[src/rtl/adc_seq_pkg.sv]
package adc_seq_pkg;

    // Control-region register offsets (low address bits, region bit clear)
    localparam int REG_CTRL  = 0;
    localparam int REG_TIME  = 1;
    localparam int REG_CMD   = 2;
    localparam int REG_STAT  = 3;

    // Bit positions inside the control and status words
    localparam int CTRL_EN_BIT   = 0;
    localparam int CTRL_SCAN_BIT = 1;
    localparam int CTRL_CH_LSB   = 2;
    localparam int STAT_FLAG_LSB = 8;

    typedef enum logic [1:0] {
        PH_IDLE   = 2'd0,
        PH_SETTLE = 2'd1,
        PH_CONV   = 2'd2
    } phase_t;

endpackage

[src/rtl/adc_seq_regs.sv]
module adc_seq_regs
    import adc_seq_pkg::*;
#(
    parameter int NCH    = 8,
    parameter int CH_W   = 3,
    parameter int RES_W  = 10,
    parameter int DATA_W = 16,
    parameter int SET_W  = 8,
    parameter int ADDR_W = 4
) (
    input  logic                        clk,
    input  logic                        rst_n,
    input  logic                        reg_wr,
    input  logic [ADDR_W-1:0]           reg_addr,
    input  logic [DATA_W-1:0]           reg_wdata,
    output logic [DATA_W-1:0]           reg_rdata,
    input  logic                        busy,
    input  logic [NCH-1:0]              flags,
    input  logic [NCH-1:0][RES_W-1:0]   results,
    output logic                        enable,
    output logic                        scan,
    output logic [CH_W-1:0]             start_ch,
    output logic [SET_W-1:0]            settle,
    output logic                        start_cmd
);

    localparam int LOW_W = ADDR_W - 1;

    typedef struct packed {
        logic              en;
        logic              scan;
        logic [CH_W-1:0]   stch;
        logic [SET_W-1:0]  settle;
    } cfg_t;

    cfg_t cfg_d, cfg_q;

    logic             region;
    logic [LOW_W-1:0] sub;
    logic             unused_wdata;

    assign region       = reg_addr[ADDR_W-1];
    assign sub          = reg_addr[LOW_W-1:0];
    assign unused_wdata = ^reg_wdata[DATA_W-1:SET_W];

    always_comb begin
        cfg_d = cfg_q;
        if (reg_wr && !region) begin
            if (sub == LOW_W'(REG_CTRL)) begin
                cfg_d.en   = reg_wdata[CTRL_EN_BIT];
                cfg_d.scan = reg_wdata[CTRL_SCAN_BIT];
                cfg_d.stch = reg_wdata[CTRL_CH_LSB +: CH_W];
            end
            if (sub == LOW_W'(REG_TIME) && !busy) begin
                cfg_d.settle = reg_wdata[SET_W-1:0];
            end
        end
    end

    always_ff @(posedge clk) begin
        if (!rst_n) cfg_q <= '0;
        else        cfg_q <= cfg_d;
    end

    assign start_cmd = reg_wr && !region && (sub == LOW_W'(REG_CMD)) && reg_wdata[0];
    assign enable    = cfg_q.en;
    assign scan      = cfg_q.scan;
    assign start_ch  = cfg_q.stch;
    assign settle    = cfg_q.settle;

    always_comb begin
        reg_rdata = '0;
        if (region) begin
            reg_rdata[RES_W-1:0] = results[sub[CH_W-1:0]];
        end else begin
            case (sub)
                LOW_W'(REG_CTRL): begin
                    reg_rdata[CTRL_EN_BIT]           = cfg_q.en;
                    reg_rdata[CTRL_SCAN_BIT]         = cfg_q.scan;
                    reg_rdata[CTRL_CH_LSB +: CH_W]   = cfg_q.stch;
                end
                LOW_W'(REG_TIME): reg_rdata[SET_W-1:0] = cfg_q.settle;
                LOW_W'(REG_STAT): begin
                    reg_rdata[0]                     = busy;
                    reg_rdata[STAT_FLAG_LSB +: NCH]  = flags;
                end
                default: reg_rdata = '0;
            endcase
        end
    end

endmodule

[src/rtl/adc_seq_fsm.sv]
module adc_seq_fsm
    import adc_seq_pkg::*;
#(
    parameter int NCH   = 8,
    parameter int CH_W  = 3,
    parameter int SET_W = 8
) (
    input  logic              clk,
    input  logic              rst_n,
    input  logic              enable,
    input  logic              scan,
    input  logic [CH_W-1:0]   start_ch,
    input  logic [SET_W-1:0]  settle,
    input  logic              start_cmd,
    input  logic              core_done,
    output logic [CH_W-1:0]   mux_sel,
    output logic              core_start,
    output logic              busy,
    output logic              seq_done,
    output logic              store,
    output logic [CH_W-1:0]   store_ch,
    output logic              clr_flags
);

    localparam logic [CH_W-1:0] LAST_CH = CH_W'(NCH - 1);

    typedef struct packed {
        phase_t            phase;
        logic [CH_W-1:0]   ch;
        logic              mode;
        logic [SET_W-1:0]  cnt;
        logic              start;
        logic              done;
    } seq_t;

    seq_t seq_d, seq_q;

    always_comb begin
        seq_d       = seq_q;
        seq_d.start = 1'b0;
        seq_d.done  = 1'b0;
        store       = 1'b0;
        clr_flags   = 1'b0;
        case (seq_q.phase)
            PH_IDLE: begin
                if (start_cmd && enable) begin
                    seq_d.phase = PH_SETTLE;
                    seq_d.ch    = start_ch;
                    seq_d.mode  = scan;
                    seq_d.cnt   = settle;
                    clr_flags   = 1'b1;
                end
            end
            PH_SETTLE: begin
                if (!enable) begin
                    seq_d.phase = PH_IDLE;
                end else if (seq_q.cnt == '0) begin
                    seq_d.phase = PH_CONV;
                    seq_d.start = 1'b1;
                end else begin
                    seq_d.cnt = seq_q.cnt - 1'b1;
                end
            end
            PH_CONV: begin
                if (!enable) begin
                    seq_d.phase = PH_IDLE;
                end else if (core_done) begin
                    store = 1'b1;
                    if (seq_q.mode && seq_q.ch != LAST_CH) begin
                        seq_d.ch    = seq_q.ch + 1'b1;
                        seq_d.cnt   = settle;
                        seq_d.phase = PH_SETTLE;
                    end else begin
                        seq_d.phase = PH_IDLE;
                        seq_d.done  = 1'b1;
                    end
                end
            end
            default: seq_d.phase = PH_IDLE;
        endcase
    end

    always_ff @(posedge clk) begin
        if (!rst_n) seq_q <= '{phase: PH_IDLE, default: '0};
        else        seq_q <= seq_d;
    end

    assign mux_sel    = seq_q.ch;
    assign store_ch   = seq_q.ch;
    assign core_start = seq_q.start;
    assign seq_done   = seq_q.done;
    assign busy       = (seq_q.phase != PH_IDLE);

endmodule

[src/rtl/adc_seq_bank.sv]
module adc_seq_bank #(
    parameter int NCH   = 8,
    parameter int CH_W  = 3,
    parameter int RES_W = 10
) (
    input  logic                       clk,
    input  logic                       rst_n,
    input  logic                       store,
    input  logic [CH_W-1:0]            store_ch,
    input  logic [RES_W-1:0]           store_data,
    input  logic                       clr_flags,
    output logic [NCH-1:0][RES_W-1:0]  results,
    output logic [NCH-1:0]             flags
);

    for (genvar i = 0; i < NCH; i++) begin : g_ch
        typedef struct packed {
            logic              flag;
            logic [RES_W-1:0]  val;
        } slot_t;

        slot_t slot_d, slot_q;
        logic  hit;

        assign hit = store && (store_ch == CH_W'(i));

        always_comb begin
            slot_d = slot_q;
            if (clr_flags) slot_d.flag = 1'b0;
            if (hit) begin
                slot_d.flag = 1'b1;
                slot_d.val  = store_data;
            end
        end

        always_ff @(posedge clk) begin
            if (!rst_n) slot_q <= '0;
            else        slot_q <= slot_d;
        end

        assign results[i] = slot_q.val;
        assign flags[i]   = slot_q.flag;
    end

endmodule

[src/rtl/adc_seq_ctrl.sv]
module adc_seq_ctrl #(
    parameter  int NCH    = 8,
    parameter  int RES_W  = 10,
    parameter  int DATA_W = 16,
    parameter  int SET_W  = 8,
    localparam int CH_W   = $clog2(NCH),
    localparam int ADDR_W = CH_W + 1
) (
    input  logic               clk,
    input  logic               rst_n,
    input  logic               reg_wr,
    input  logic [ADDR_W-1:0]  reg_addr,
    input  logic [DATA_W-1:0]  reg_wdata,
    output logic [DATA_W-1:0]  reg_rdata,
    output logic [CH_W-1:0]    mux_sel,
    output logic               core_start,
    input  logic               core_done,
    input  logic [RES_W-1:0]   core_data,
    output logic               busy,
    output logic               seq_done
);

    logic                       enable_w;
    logic                       scan_w;
    logic [CH_W-1:0]            start_ch_w;
    logic [SET_W-1:0]           settle_w;
    logic                       start_cmd_w;
    logic                       store_w;
    logic [CH_W-1:0]            store_ch_w;
    logic                       clr_flags_w;
    logic [NCH-1:0]             flags_w;
    logic [NCH-1:0][RES_W-1:0]  results_w;

    adc_seq_regs #(
        .NCH(NCH), .CH_W(CH_W), .RES_W(RES_W),
        .DATA_W(DATA_W), .SET_W(SET_W), .ADDR_W(ADDR_W)
    ) u_regs (
        .clk       (clk),
        .rst_n     (rst_n),
        .reg_wr    (reg_wr),
        .reg_addr  (reg_addr),
        .reg_wdata (reg_wdata),
        .reg_rdata (reg_rdata),
        .busy      (busy),
        .flags     (flags_w),
        .results   (results_w),
        .enable    (enable_w),
        .scan      (scan_w),
        .start_ch  (start_ch_w),
        .settle    (settle_w),
        .start_cmd (start_cmd_w)
    );

    adc_seq_fsm #(
        .NCH(NCH), .CH_W(CH_W), .SET_W(SET_W)
    ) u_fsm (
        .clk        (clk),
        .rst_n      (rst_n),
        .enable     (enable_w),
        .scan       (scan_w),
        .start_ch   (start_ch_w),
        .settle     (settle_w),
        .start_cmd  (start_cmd_w),
        .core_done  (core_done),
        .mux_sel    (mux_sel),
        .core_start (core_start),
        .busy       (busy),
        .seq_done   (seq_done),
        .store      (store_w),
        .store_ch   (store_ch_w),
        .clr_flags  (clr_flags_w)
    );

    adc_seq_bank #(
        .NCH(NCH), .CH_W(CH_W), .RES_W(RES_W)
    ) u_bank (
        .clk        (clk),
        .rst_n      (rst_n),
        .store      (store_w),
        .store_ch   (store_ch_w),
        .store_data (core_data),
        .clr_flags  (clr_flags_w),
        .results    (results_w),
        .flags      (flags_w)
    );

endmodule

[config.mk]
export PLATFORM = sky130hd
export DESIGN_NAME = adc_seq_ctrl
export DESIGN_NICKNAME = d
export VERILOG_FILES = /design/src/rtl/adc_seq_pkg.sv /design/src/rtl/adc_seq_regs.sv /design/src/rtl/adc_seq_fsm.sv /design/src/rtl/adc_seq_bank.sv /design/src/rtl/adc_seq_ctrl.sv
export SDC_FILE = /design/constraint.sdc
export NUM_CORES = 1
export LEC_CHECK = 0
export BUFFER_PORTS_ARGS = -buffer_cell sky130_fd_sc_hd__buf_2
export CAP_MARGIN = 20
export CORE_AREA = 2 2 122 124
export DETAILED_ROUTE_END_ITERATION = 16
export DIE_AREA = 0 0 124 126
export GPL_ROUTABILITY_DRIVEN = 0
export PLACE_DENSITY = 0.67
export SYNTH_ARGS = -nofsm -noshare
export SYNTH_HDL_FRONTEND = slang
export SYNTH_SLANG_ARGS = --single-unit
[constraint.sdc]
create_clock -name clk -period 3.5 [get_ports clk]
set_clock_uncertainty 0.1 [all_clocks]
set_input_delay 0.525 -clock clk [delete_from_list [all_inputs] [get_ports clk]]
set_output_delay 0.525 -clock clk [all_outputs]
set_load 0.1 [all_outputs]
==> key figures <==
Yosys
  – Synth cell count leaders: dfxtp_1 (117), nand2_1 (113), a21oi_1 (68)
  – Synth Area in Adders: 2.61%
  – Synthesized Nets: 689
  – Distinct cells, synth: 57
  – Largest family of logic cells by synthesized area: simple AND/OR/NAND/NOR gates
  – Leading area contributor after synthesis: dfxtp_1
  – Post-synth EDFFs: 0
  – Synth top area share: 40.7%
  – Register area share after synthesis: 40.7%
  – Synth Area in Compound Gates: 13.0%
  – Mux contribution to synthesized area: 18.0%
  – Most common cell in the synthesized netlist: dfxtp_1
  – Post-synth ARST share: 0%
  – Syn avg cell area: 8.95 µm²
  – Cell Area, Synth: 0.00576 mm²
  – Ys Warns: 0
  – Synth Instances: 643
  – Post-synthesis simple-gate area fraction: 19.8%
  – Ys flop type: dfxtp_1
  – FF+latch count, synth: 117
  – Xor/xnor share of the synthesized area: 0.304%
  – Area contributors post-synth: dfxtp_1 (41%), mux2i_1 (9.2%), mux4_2 (7.8%)

Route
  – Via/cell ratio: 5.75
  – 1st-iter DRT viols: 451
  – Drt pass-1 iters: 5
  – Post-DRT Antenna Nets: 0
  – Vias: 4919
  – DR DRC count: 0
  – Total wire length: 15500 µm
  – Average routed wire per standard cell: 18.2 µm

Timing
  – Worst rel slew slack: 49.7%
  – Tmin final: 3.04 ns
  – Slew Limit Fails: 0
  – Measured slew at the worst slew-check pin: 0.754 ns
  – Max Fclk: 328 MHz
  – Fin crit share: 87.0%
  – RSZ-0062 raised after global routing: false
  – Final critical-path setup slack: 0.455 ns
  – Setup_tns: 0 ns
  – Final hold violations: 0
  – Final setup viols: 0

CTS
  – Clock slew at reported path FFs: 0.05 ns
  – CTS Sinks: 117
  – Post-CTS Hold Buffers: 0
  – TritonCTS clock tree: done
  – Clock root cell: clkbuf_16
  – Clk_lat worst skew: 0.41 ns
  – H-tree depth: 4
  – CTS buffer count: 17
  – Post-CTS setup buffers: 0
  – CTS Buffer Depth: 2
  – Resize count post-CTS: 0

Finish
  – ANT cells: 0
  – P&R area growth vs syn: 17.0%
  – Layout Nets: 704
  – Layout cells sized above 1: 19.2%
  – # fillers: 1366
  – Final core occ: 47.1%
  – Non-filler instance count after layout: 855

Die
  – # rows: 44
  – Starting Density: 40.2%
  – Die X: 124 µm
  – I/O pin cnt: 56
  – Core Area: 0.0143 mm²
  – Chip height: 126 µm
  – Die area: 0.0156 mm²

Placed design
  – DP HPWL: 10300 µm
  – Placed Cells: 823
  – Worst slack at placement: 0.433 ns
  – Port-buffer cells: 47

Critical path
  – Critical path arrival: 2.42 ns
  – Crit path kind: input port to output pin
  – Worst-path fanout max: 14
  – Crit path launch: reg_addr[0]
  – Reg2Reg Launch Point: u_fsm.seq_q[14]
  – CP required: 2.87 ns
  – Critical Path Sink Type: output pin
  – CP startpoint kind: input port

Hold path
  – HP Start: reg_wdata[6]
  – Class of the worst hold path: input port to flip-flop

Global route
  – Largest net degree at the start of global routing: 76
  – Overall Global Routing Usage: 20.5%
  – First-pass GRT wire length: 24400 µm
  – Initial antenna violation count: 1
  – Total global routing overflow: 0
  – Vias in the first global route: 4650

Power
  – Peak supply drop: 0.000442 V
  – Lkg Pwr: 2.70 nW
  – Pwr dens: 467 mW/mm²

Run status
  – Status: finished clean

Job
  – MaxCap Viol Count: 0
-- cell usage in the layout, fill, tap and decap left out, types with 3 or more instances in the layout --
cell,count
inv_1,10
a211oi_2,3
a21oi_1,68
clkinv_2,5
nand2_1,113
and2_1,9
buf_12,9
clkinv_4,3
nand2b_1,5
or3_1,3
o21ai_1,4
nand3_1,39
nand4_1,3
nor2_1,51
dfxtp_1,117
buf_2,39
mux4_2,20
mux2_2,5
o2111ai_1,4
a2bb2oi_1,3
a22o_1,5
ha_1,12
mux2i_1,53
clkbuf_16,17
and3_1,8
buf_4,9
a31oi_1,5
-- logic make-up (layout without fill, tap and decap cells) --
| group | count (synthesis) | after routing |
|---|---|---|
| AO/OA/AOI/OAI | 115 | 115 |
| XOR/XNOR | 2 | 2 |
| adder cells (fa/ha/maj) | 12 | 12 |
| buffers and inverters | 72 | 100 |
| flip-flops | 117 | 117 |
| multiplexers | 78 | 78 |
| AND/OR/NAND/NOR | 247 | 247 |
-- stage by stage --
stage	total power (W)	hold WS, ns	cell area, µm²
after floorplan	0.00144	0.332	5760
after global placement	0.00148	0.339	6160
after detailed placement	0.00148	0.343	6160
after CTS	0.00316	0.242	6740
after global routing	0.00324	0.271	6740
final	0.00315	0.250	6740
-- flip-flops by register name (all words and copies together) (netlist names) --
signal and flops:
u_bank.results 80, u_fsm.seq_q 11, u_bank.flags 8, u_regs.settle 8
u_fsm.mux_sel 3, u_regs.start_ch 3, u_fsm.core_start 1, u_fsm.seq_done 1
u_regs.enable 1, u_regs.scan 1
-- layout make-up --
cell class                 instances  area, µm²  share of cell area [%]
inverter                          11       42.5                   0.632
timing repair buffer              57        443                    6.58
sequential                       117       2340                    34.8
multi-input combinational        454       3100                    46.0
tap                              184        230                    3.42
clock inverter                    12        130                    1.93
clock buffer                      20        447                    6.63
-- where the power goes --
group	internal [W]	switching, W
registers	0.00133	0.00000290
logic	0.0000349	0.0000798
clock network	0.00106	0.000631
total	0.00243	0.000714
-- metal layers --
| layer | track usage (%) | vias to the layer above | wire length (µm) |
|---|---|---|---|
| met4 | 8.13 | 2 | 351 |
| met2 | 33.5 | 176 | 7530 |
| met3 | 4.53 | 27 | 946 |
| met5 | 0 | - | 13 |
| li1 | - | 2293 | - |
| met1 | 26.2 | 2421 | 6690 |
-- final timing paths --
path	end	cells past startpoint	slack, ns
max	reg_rdata[7]	7	0.46
min	u_regs.settle[6]	3	0.25
max reg2reg	u_bank.results[12]	6	0.87
min reg2reg	u_bank.flags[5]	2	0.35
-- worst max-delay path: stages --
cell,delay [ns]
buf_2,0.42
buf_4,0.32
mux4_2,0.53
nand2_1,0.08
nand2_1,0.06
a22o_1,0.18
buf_2,0.29
Power figures use the tool's default switching activity.
